<file path="config.mk">
export PLATFORM = sky130hd
export DESIGN_NAME = bcd_calendar_core
export DESIGN_NICKNAME = d
export VERILOG_FILES = /design/src/rtl/bcd_cal_pkg.sv /design/src/rtl/bcd_field_ctr.sv /design/src/rtl/month_end_calc.sv /design/src/rtl/century_flag.sv /design/src/rtl/bcd_calendar_core.sv
export SDC_FILE = /design/constraint.sdc
export NUM_CORES = 1
export LEC_CHECK = 0
export BUFFER_PORTS_ARGS = -buffer_cell sky130_fd_sc_hd__buf_2
export CAP_MARGIN = 20
export CORE_ASPECT_RATIO = 1.75
export CORE_MARGIN = 2
export CORE_UTILIZATION = 35
export DETAILED_ROUTE_END_ITERATION = 8
export PLACE_DENSITY_LB_ADDON = 0.12
export SYNTH_ARGS = -nofsm -noshare
export SYNTH_HDL_FRONTEND = slang
export SYNTH_SLANG_ARGS = --single-unit
</file>
<file path="constraint.sdc">
create_clock -name clk -period 2.4 [get_ports clk]
set_clock_uncertainty 0.05 [all_clocks]
set_input_delay 0.6 -clock clk [delete_from_list [all_inputs] [get_ports clk]]
set_output_delay 0.6 -clock clk [all_outputs]
set_load 0.005 [all_outputs]
</file>
<file path="src/rtl/bcd_cal_pkg.sv">
package bcd_cal_pkg;

  localparam int NUM_REGS   = 8;
  localparam int BYTE_W     = 8;
  localparam int IDX_W      = $clog2(NUM_REGS);
  localparam int SEC_W      = 7;
  localparam int MIN_W      = 7;
  localparam int HOUR_W     = 6;
  localparam int WDAY_W     = 3;
  localparam int DATE_W     = 6;
  localparam int MONTH_W    = 5;
  localparam int YEAR_W     = 8;
  localparam int CTL_W      = 2;
  localparam int BUS_W      = NUM_REGS * BYTE_W;

  typedef enum logic [IDX_W-1:0] {
    IDX_SEC   = 3'd0,
    IDX_MIN   = 3'd1,
    IDX_HOUR  = 3'd2,
    IDX_WDAY  = 3'd3,
    IDX_DATE  = 3'd4,
    IDX_MONTH = 3'd5,
    IDX_YEAR  = 3'd6,
    IDX_CTRL  = 3'd7
  } reg_idx_e;

  // Packed-BCD increment of a two-digit value; the caller handles wrap.
  function automatic logic [7:0] bcd_next(input logic [7:0] v);
    if (v[3:0] >= 4'd9) return {v[7:4] + 4'd1, 4'd0};
    else                return {v[7:4], v[3:0] + 4'd1};
  endfunction

  // Decimal value divisible by 4: even tens need units 0/4/8, odd tens 2/6.
  function automatic logic bcd_leap(input logic [7:0] y);
    if (!y[4]) return (y[3:0] == 4'd0) || (y[3:0] == 4'd4) || (y[3:0] == 4'd8);
    else       return (y[3:0] == 4'd2) || (y[3:0] == 4'd6);
  endfunction

  function automatic logic [5:0] bcd_month_last(input logic [4:0] m, input logic leap);
    case (m)
      5'h02:                      return leap ? 6'h29 : 6'h28;
      5'h04, 5'h06, 5'h09, 5'h11: return 6'h30;
      default:                    return 6'h31;
    endcase
  endfunction

  // Bits that each byte keeps on a write; the rest read back as zero.
  function automatic logic [7:0] byte_keep_mask(input reg_idx_e idx);
    case (idx)
      IDX_SEC:   return 8'hFF;
      IDX_MIN:   return 8'h7F;
      IDX_HOUR:  return 8'hFF;
      IDX_WDAY:  return 8'h07;
      IDX_DATE:  return 8'h3F;
      IDX_MONTH: return 8'h1F;
      IDX_YEAR:  return 8'hFF;
      default:   return 8'hC0;
    endcase
  endfunction

endpackage

</file>
<file path="src/rtl/bcd_field_ctr.sv">
module bcd_field_ctr #(
  parameter int           W         = 8,
  parameter logic [W-1:0] FLOOR     = '0,
  parameter logic [W-1:0] RESET_VAL = '0
) (
  input  logic         clk,
  input  logic         rst_n,
  input  logic         load,
  input  logic [W-1:0] load_val,
  input  logic         step,
  input  logic [W-1:0] limit,
  output logic [W-1:0] value,
  output logic         wrap
);
  import bcd_cal_pkg::*;

  logic [W-1:0] incr;

  assign incr = W'(bcd_next(8'(value)));
  // At or beyond the limit counts as the last value, so the field stays bounded.
  assign wrap = step && (value >= limit);

  always_ff @(posedge clk) begin
    if (!rst_n)      value <= RESET_VAL;
    else if (load)   value <= load_val;
    else if (wrap)   value <= FLOOR;
    else if (step)   value <= incr;
  end

endmodule

</file>
<file path="src/rtl/month_end_calc.sv">
module month_end_calc (
  input  logic [bcd_cal_pkg::MONTH_W-1:0] month,
  input  logic [bcd_cal_pkg::YEAR_W-1:0]  year,
  output logic [bcd_cal_pkg::DATE_W-1:0]  last_date
);
  import bcd_cal_pkg::*;

  logic leap;

  assign leap      = bcd_leap(year);
  assign last_date = bcd_month_last(month, leap);

endmodule

</file>
<file path="src/rtl/century_flag.sv">
module century_flag (
  input  logic clk,
  input  logic rst_n,
  input  logic load,
  input  logic load_enable,
  input  logic load_flag,
  input  logic year_wrap,
  output logic enable,
  output logic flag,
  output logic toggle
);

  assign toggle = year_wrap && enable;

  always_ff @(posedge clk) begin
    if (!rst_n) begin
      enable <= 1'b0;
      flag   <= 1'b0;
    end else if (load) begin
      enable <= load_enable;
      flag   <= load_flag;
    end else if (toggle) begin
      flag   <= ~flag;
    end
  end

endmodule

</file>
<file path="src/rtl/bcd_calendar_core.sv">
module bcd_calendar_core
  import bcd_cal_pkg::*;
(
  input  logic                clk,
  input  logic                rst_n,
  input  logic                tick_1hz,
  input  logic                wr_en,
  input  logic [IDX_W-1:0]    wr_idx,
  input  logic [BYTE_W-1:0]   wr_data,
  output logic [BUS_W-1:0]    regs_o
);

  logic [BYTE_W-1:0]   wr_masked;
  logic [NUM_REGS-1:0] ld_sel;

  logic                stop_q;
  logic [CTL_W-1:0]    ctl_q;
  logic                adv;

  logic [SEC_W-1:0]    sec_v;
  logic [MIN_W-1:0]    min_v;
  logic [HOUR_W-1:0]   hour_v;
  logic [WDAY_W-1:0]   wday_v;
  logic [DATE_W-1:0]   date_v;
  logic [MONTH_W-1:0]  month_v;
  logic [YEAR_W-1:0]   year_v;
  logic [DATE_W-1:0]   date_last;

  // Named carry events, also watched by the checker.
  logic sec_wrap, min_wrap, hr_wrap, date_wrap, mon_wrap, yr_wrap;
  logic unused_wday_wrap;
  logic cen_en, cen_flag, cen_toggle;

  logic [BYTE_W-1:0] rbyte [NUM_REGS];

  assign wr_masked = wr_data & byte_keep_mask(reg_idx_e'(wr_idx));

  genvar g;
  generate
    for (g = 0; g < NUM_REGS; g++) begin : g_dec
      assign ld_sel[g] = wr_en && (wr_idx == IDX_W'(g));
    end
  endgenerate

  // A write cycle drops the tick; the stop flag gates it as well.
  assign adv = tick_1hz && !stop_q && !wr_en;

  always_ff @(posedge clk) begin
    if (!rst_n) begin
      stop_q <= 1'b0;
      ctl_q  <= 2'b10;
    end else begin
      if (ld_sel[IDX_SEC])  stop_q <= wr_masked[7];
      if (ld_sel[IDX_CTRL]) ctl_q  <= wr_masked[7:6];
    end
  end

  bcd_field_ctr #(.W(SEC_W), .FLOOR(7'h00), .RESET_VAL(7'h00)) u_sec (
    .clk(clk), .rst_n(rst_n), .load(ld_sel[IDX_SEC]), .load_val(wr_masked[SEC_W-1:0]),
    .step(adv), .limit(7'h59), .value(sec_v), .wrap(sec_wrap));

  bcd_field_ctr #(.W(MIN_W), .FLOOR(7'h00), .RESET_VAL(7'h00)) u_min (
    .clk(clk), .rst_n(rst_n), .load(ld_sel[IDX_MIN]), .load_val(wr_masked[MIN_W-1:0]),
    .step(sec_wrap), .limit(7'h59), .value(min_v), .wrap(min_wrap));

  bcd_field_ctr #(.W(HOUR_W), .FLOOR(6'h00), .RESET_VAL(6'h00)) u_hour (
    .clk(clk), .rst_n(rst_n), .load(ld_sel[IDX_HOUR]), .load_val(wr_masked[HOUR_W-1:0]),
    .step(min_wrap), .limit(6'h23), .value(hour_v), .wrap(hr_wrap));

  bcd_field_ctr #(.W(WDAY_W), .FLOOR(3'd1), .RESET_VAL(3'd1)) u_wday (
    .clk(clk), .rst_n(rst_n), .load(ld_sel[IDX_WDAY]), .load_val(wr_masked[WDAY_W-1:0]),
    .step(hr_wrap), .limit(3'd7), .value(wday_v), .wrap(unused_wday_wrap));

  month_end_calc u_mend (
    .month(month_v), .year(year_v), .last_date(date_last));

  bcd_field_ctr #(.W(DATE_W), .FLOOR(6'h01), .RESET_VAL(6'h01)) u_date (
    .clk(clk), .rst_n(rst_n), .load(ld_sel[IDX_DATE]), .load_val(wr_masked[DATE_W-1:0]),
    .step(hr_wrap), .limit(date_last), .value(date_v), .wrap(date_wrap));

  bcd_field_ctr #(.W(MONTH_W), .FLOOR(5'h01), .RESET_VAL(5'h01)) u_month (
    .clk(clk), .rst_n(rst_n), .load(ld_sel[IDX_MONTH]), .load_val(wr_masked[MONTH_W-1:0]),
    .step(date_wrap), .limit(5'h12), .value(month_v), .wrap(mon_wrap));

  bcd_field_ctr #(.W(YEAR_W), .FLOOR(8'h00), .RESET_VAL(8'h00)) u_year (
    .clk(clk), .rst_n(rst_n), .load(ld_sel[IDX_YEAR]), .load_val(wr_masked[YEAR_W-1:0]),
    .step(mon_wrap), .limit(8'h99), .value(year_v), .wrap(yr_wrap));

  century_flag u_cen (
    .clk(clk), .rst_n(rst_n), .load(ld_sel[IDX_HOUR]),
    .load_enable(wr_masked[7]), .load_flag(wr_masked[6]),
    .year_wrap(yr_wrap), .enable(cen_en), .flag(cen_flag), .toggle(cen_toggle));

  always_comb begin
    rbyte[IDX_SEC]   = {stop_q, sec_v};
    rbyte[IDX_MIN]   = {1'b0, min_v};
    rbyte[IDX_HOUR]  = {cen_en, cen_flag, hour_v};
    rbyte[IDX_WDAY]  = {5'b0, wday_v};
    rbyte[IDX_DATE]  = {2'b0, date_v};
    rbyte[IDX_MONTH] = {3'b0, month_v};
    rbyte[IDX_YEAR]  = year_v;
    rbyte[IDX_CTRL]  = {ctl_q, 6'b0};
  end

  generate
    for (g = 0; g < NUM_REGS; g++) begin : g_pack
      assign regs_o[g*BYTE_W +: BYTE_W] = rbyte[g];
    end
  endgenerate

endmodule

</file>
* Yosys cells after proc, flatten, opt, wreduce, memory -nomap -nowiden *
Cells that the tools add are included.

word-level totals
  register bits = 47
  output and inout bits = 64
  bits of input ports = 15

cells by class
  bitwise operators = 2
  eq/ne operators = 16
  multiplexer cells = 34
  add/subtract/negate cells = 13
  reductions and logical operators = 47
  magnitude comparators = 14

operators with widths
  cell                   number
  $mux W7                8
  $mux W6                8
  $pmux W8 S5            1
  $reduce_bool A3 Y1     13
  $mux W8                4
  $add A4 B1 Y4 const B  7
  $ge A4 B4 Y1 const B   6
  $mux W5                4
  $logic_and A1 B1 Y1    18
  $ge A7 B7 Y1 const B   2
  $eq A3 B3 Y1 const B   4
  $mux W3                4
  $pmux W6 S2            1
  $reduce_and A2 Y1      6
  $eq A5 B3 Y1 const B   2
  $add A3 B1 Y3 const B  3
  $and A8 B8 Y8          1
  $eq A4 B3 Y1 const B   2
  $ge A8 B8 Y1 const B   1
  $eq A3 B2 Y1 const B   2
  $ge A6 B6 Y1           1
  $ge A6 B6 Y1 const B   1
  $eq A5 B2 Y1 const B   1
  $eq A5 B4 Y1 const B   1
  18 further kinds       25

* Logic depth before layout (Yosys ltp) *
  depth after elaboration = 13
  mapped depth = 13
  depth with buffers taken out = 12

* Modules after synthesis *
A second synthesis with hierarchy kept.

second synthesis, totals
  cell total of the unflattened synthesis = 589
  area total of the unflattened synthesis = 4,775.8 sq um

modules (own cells, without submodules)
  module                      instances  cells an instance  sequential area each (sq um)  area an instance (sq um)
  bcd_field_ctr at u_min ...  2          84                 140.1                         669.4
  bcd_field_ctr at u_year     1          99                 160.2                         813.3
  bcd_field_ctr at u_date     1          80                 120.1                         626.9
  bcd_field_ctr at u_hour     1          63                 120.1                         571.8
  bcd_field_ctr at u_month    1          62                 100.1                         505.5
  bcd_calendar_core           1          64                 60.1                          469.2
  bcd_field_ctr at u_wday     1          29                 60.1                          254.0
  month_end_calc              1          15                 0.0                           100.1
  century_flag                1          9                  40.0                          96.3

* Worst setup path after synthesis *
OpenSTA, ideal clock, no wires.

  path kind = reg2reg
  from = register u_year.value[0]
  to = register u_date.value[3]
  slack = -289 ps
  period minus slack after synthesis = 2,689 ps
  cell stages (with the launch flop) = 13
  data arrival time = 2,569 ps
  cells stage by stage = dfxtp_1 inv_1 ha_1 nand3_1 o211ai_1 a21oi_1 a31oi_1 ha_1 nor4b_2 o2bb2ai_1 or3_1 or3_1 a21oi_1

on the way
  longest elaborated chain between the ends = 10

RTL lines
  element                                           RTL line             source
  start: declaration                                bcd_field_ctr.sv:12  output logic [W-1:0] value,
  start signal: assignment                          bcd_field_ctr.sv:25  else if (load) value <= load_val;
  start signal: assignment                          bcd_field_ctr.sv:27  else if (step) value <= incr;
  $eq A4 B3 Y1 or $logic_not A4 Y1 (tied branches)  bcd_cal_pkg.sv:35    if (!y[4]) return (y[3:0] == 4'd0) || (y[3:0] == 4'd4) || (y[3:0] == 4'd8);
  $logic_or A1 B1 Y1 (2 in a row)                   bcd_cal_pkg.sv:35
  $mux W1 (*)                                       bcd_cal_pkg.sv:35
  $mux W1 (*)                                       bcd_cal_pkg.sv:41    5'h02: return leap ? 6'h29 : 6'h28;
  $pmux W6 S2 (*)                                   bcd_cal_pkg.sv:40    case (m)
  $ge A6 B6 Y1 (*)                                  bcd_field_ctr.sv:21  assign wrap = step && (value >= limit);
  $logic_and A1 B1 Y1 (*)                           bcd_field_ctr.sv:21
  $mux W6                                           bcd_field_ctr.sv:26  else if (wrap) value <= FLOOR;
  $mux W6                                           bcd_field_ctr.sv:25
  end signal: assignment                            bcd_field_ctr.sv:25
  end signal: assignment                            bcd_field_ctr.sv:27
  end: declaration                                  bcd_field_ctr.sv:12

Mark *: on every way between the ends. The rest lies on a longest branch, timed or not.
A chain may end at the register's enable or synchronous reset.

* Final worst setup path *
  from = register u_month.value[1]
  to = register u_year.value[3]

on the way
  longest elaborated chain between the ends = 9

RTL lines
  element                               RTL line
  start: declaration                    bcd_field_ctr.sv:12
  start signal: assignment              bcd_field_ctr.sv:25
  start signal: assignment              bcd_field_ctr.sv:27
  $eq A5 B3 Y1 (tied with other cells)  bcd_cal_pkg.sv:40
  $reduce_or A4 Y1                      bcd_cal_pkg.sv:40
  $pmux W6 S2                           bcd_cal_pkg.sv:40
  $ge A6 B6 Y1                          bcd_field_ctr.sv:21
  $logic_and A1 B1 Y1                   bcd_field_ctr.sv:21
  $logic_and A1 B1 Y1 (*)               bcd_field_ctr.sv:21
  $logic_and A1 B1 Y1                   bcd_field_ctr.sv:21
  $mux W8                               bcd_field_ctr.sv:26
  $mux W8                               bcd_field_ctr.sv:25

Marks and branches as above.

==> impl_metrics.json <==
{
  "clk_path_buf_depth": 2,
  "io_pins": 79,
  "rsz0062_at_grt": "true",
  "drt_wl_total_mm": 12.3,
  "synth.cell_area_sq_um": 3600,
  "ant_nets": 0,
  "fillers": 1036,
  "utilization": 0.455,
  "status": "complete, but fails checks",
  "antenna_found_initial": 0,
  "cpPeakStageDelay_ns": 0.44,
  "core_sq_um": 10100,
  "rrSetupSlack_ns": -0.20,
  "fin_ws_ns": -0.201,
  "grt_pass1_vias": 3731,
  "grt_first_pass_wirelength_mm": 19.1,
  "drc": 0,
  "leakagePower_nw": 1.96,
  "hold_viol": 0,
  "nets": 605,
  "synth_seq_cells": 47,
  "yosysWarnings": 0,
  "cts_root_buf": "clkbuf_16",
  "path_clk_slew_ns": 0.07,
  "violations": "setup timing",
  "pre_cts_ws_ns": -0.313,
  "synth_flop_cell": "dfxtp_1",
  "finalSetupViolations": 18,
  "cap_violations": 0,
  "grt.met1_usage": 0.240,
  "drt_iter0_markers": 179,
  "ys_top_cells_by_area": "dfxtp_1 (26%), ha_1 (12%), a21oi_1 (5.1%)",
  "grt_usage": 0.221,
  "fin_crit_sh": 1.08,
  "grt_use_met2": 0.414,
  "avgRoutedWirePerCell_um": 18.1,
  "slew_headroom": 0.444,
  "tightest_slew_ns": 0.826,
  "clk_latency_ns": 0.29,
  "die_h_um": 138,
  "cts_tree": "yes",
  "antenna_cells": 0,
  "port-buffer-count": 61,
  "ys_types": 65,
  "start_kind": "flip-flop",
  "crit_path_top_delay_cell": "nor4_4",
  "die-area_sq_um": 11100,
  "powerDensity_nw_per_um2": 410,
  "path_cells": "buf_4, ha_4, nand3_1, inv_1, ha_1, nand3_1, a2bb2oi_2, buf_4, nor4_4, nor3_1, o31a_1",
  "arrival_ns": 2.74,
  "netlist_instances": 455,
  "hp-class": "reg2reg",
  "start_util": 0.356,
  "rows": 49,
  "grt_max_degree": 16,
  "fmax_mhz": 384,
  "area_growth_syn_to_layout_pct": 27.8,
  "firstDrtPassIters": 4,
  "min_period_ns": 2.60,
  "htree_num_levels": 2,
  "place_hpwl_mm": 9.54,
  "dr_total_vias": 3789,
  "die_w_um": 80.7,
  "peakVddDrop_uv": 243,
  "crit_type": "reg2reg",
  "grt-busiest-layer": "met2",
  "finalMaxSlewViolations": 0,
  "viasPerCell": 5.55,
  "synth-seq-area-share": 0.261,
  "path_max_fanout": 7,
  "layout-drive-gt1-share": 0.295,
  "avgSynthCellArea_sq_um": 7.91,
  "cts_sinks": 47,
  "synth_area_leader_cell": "dfxtp_1",
  "endpoint_kind": "flip-flop",
  "grt_use_met3": 0.0281,
  "yosysTopAreaCellShare": 0.261,
  "timing.hold.ws_ns": 0.437,
  "synth-async-reset-ratio": 0,
  "finalWeightedCongestion": 0.796,
  "worstPathRequired_ns": 2.54,
  "synth_edf_count": 0,
  "cts_buffers": 5,
  "grt-ovfl-total": 0,
  "cts_hold_buf": 0
}
cell families after synthesis:
kind of cell,Yosys count,synth area share
muxes,3,0.00835
AOI/OAI and AO/OA,143,0.265
adders and majority gates,34,0.118
DFF,47,0.261
xor gates and xnor gates,7,0.0170
other,1,0.00104
buffers and inverters,61,0.0880
and+or+nand+nor,159,0.241
final cells by class:
type	count	area (sq um)	share of cell area
Timing Repair Buffer	117	737	0.160
Clock inverter	1	5.00	0.00109
Inverter	22	85.1	0.0185
Multi-Input combinational cell	363	2520	0.549
Sequential cell	47	951	0.207
Tap cell	127	159	0.0346
Clock buffer	6	139	0.0302
per-layer routing:
layer,wire [um],vias up
met3,459,29
met5,0,-
li1,-,1850
met2,6730,104
met1,4670,1806
met4,472,0
Yosys cell counts, types with 3 or more instances:
master    number
a211oi_1       5
a21boi_0       3
a21oi_1       37
a221oi_1       4
a311oi_1       4
a31oi_1       18
buf_2          4
buf_4         20
clkbuf_1      13
dfxtp_1       47
ha_1          34
inv_1         22
mux2i_1        3
nand2_1       33
nand2b_1       3
nand3_1       29
nand4_1        8
nand4b_1       5
nor2_1        31
nor2b_1        3
nor3_1        10
nor3b_1        4
nor4_1         3
o211ai_1       3
o21a_1         3
o21ai_0       37
o31a_1         6
o31ai_1        3
or2_2          3
or3_1          8
or3b_2         4
xnor2_1        5
per-stage QoR:
stage	cell area [sq um]	power, mW	cells	TNS [ns]
3_5_place_dp	4270	1.16	668	-3.03
2_1_floorplan	3680	1.04	471	-0.605
6_report	4600	1.88	683	-2.47
4_1_cts	4500	1.89	678	-1.44
5_1_grt	4600	1.96	683	-5.36
3_3_place_gp	4270	1.16	668	-2.39
cell usage in the layout (no fill, tap or decap), drive strengths merged, types with 6 or more instances in the layout:
cell type / n
nor3: 11
conb: 17
dfxtp: 47
nand4: 8
a21oi: 37
o21ai: 38
a31oi: 18
o31a: 6
nand2: 33
or3: 8
buf: 117
nor2: 31
ha: 34
nand3: 29
clkbuf: 6
inv: 22
report_power, final:
| part | switching [mW] | internal (mW) | leakage [nW] |
|---|---|---|---|
| Clock | 0.316 | 0.408 | 0.0727 |
| Combinational | 0.191 | 0.132 | 1.51 |
| Sequential | 0.0294 | 0.807 | 0.383 |
| Total | 0.537 | 1.35 | 1.96 |
registers in the layout, summed over array words and instances (netlist names):
signal,flops
u_min.value,7
ctl_q,2
stop_q,1
u_cen.enable,1
u_sec.value,7
u_cen.flag,1
u_year.value,8
u_wday.value,3
u_month.value,5
u_date.value,6
u_hour.value,6
worst max-delay path, delay by kind of cell (launching register included):
kind | cells | cell delay, ns
AND/OR/NAND/NOR | 4 | 0.80
adder cells (fa/ha/maj) | 2 | 0.45
buffers and inverters | 3 | 0.36
AO/OA/AOI/OAI | 2 | 0.47
flip-flops | 1 | 0.36
worst paths after layout:
path | startpoint | endpoint | cells after the start
setup / recovery | u_month.value[1] | u_year.value[3] | 11
hold / removal | ctl_q[1] | ctl_q[1] | 2
setup reg to reg | u_month.value[1] | u_year.value[3] | 11
hold reg to reg | ctl_q[1] | ctl_q[1] | 2
repair_timing:
action,CTS,global route
pin swaps,20,6
setup endpoints to repair,20,22
gates resized for setup,13,15
cloned,0,0
buffers inserted,3,5
No activity file was read; power rests on OpenSTA's default activity.
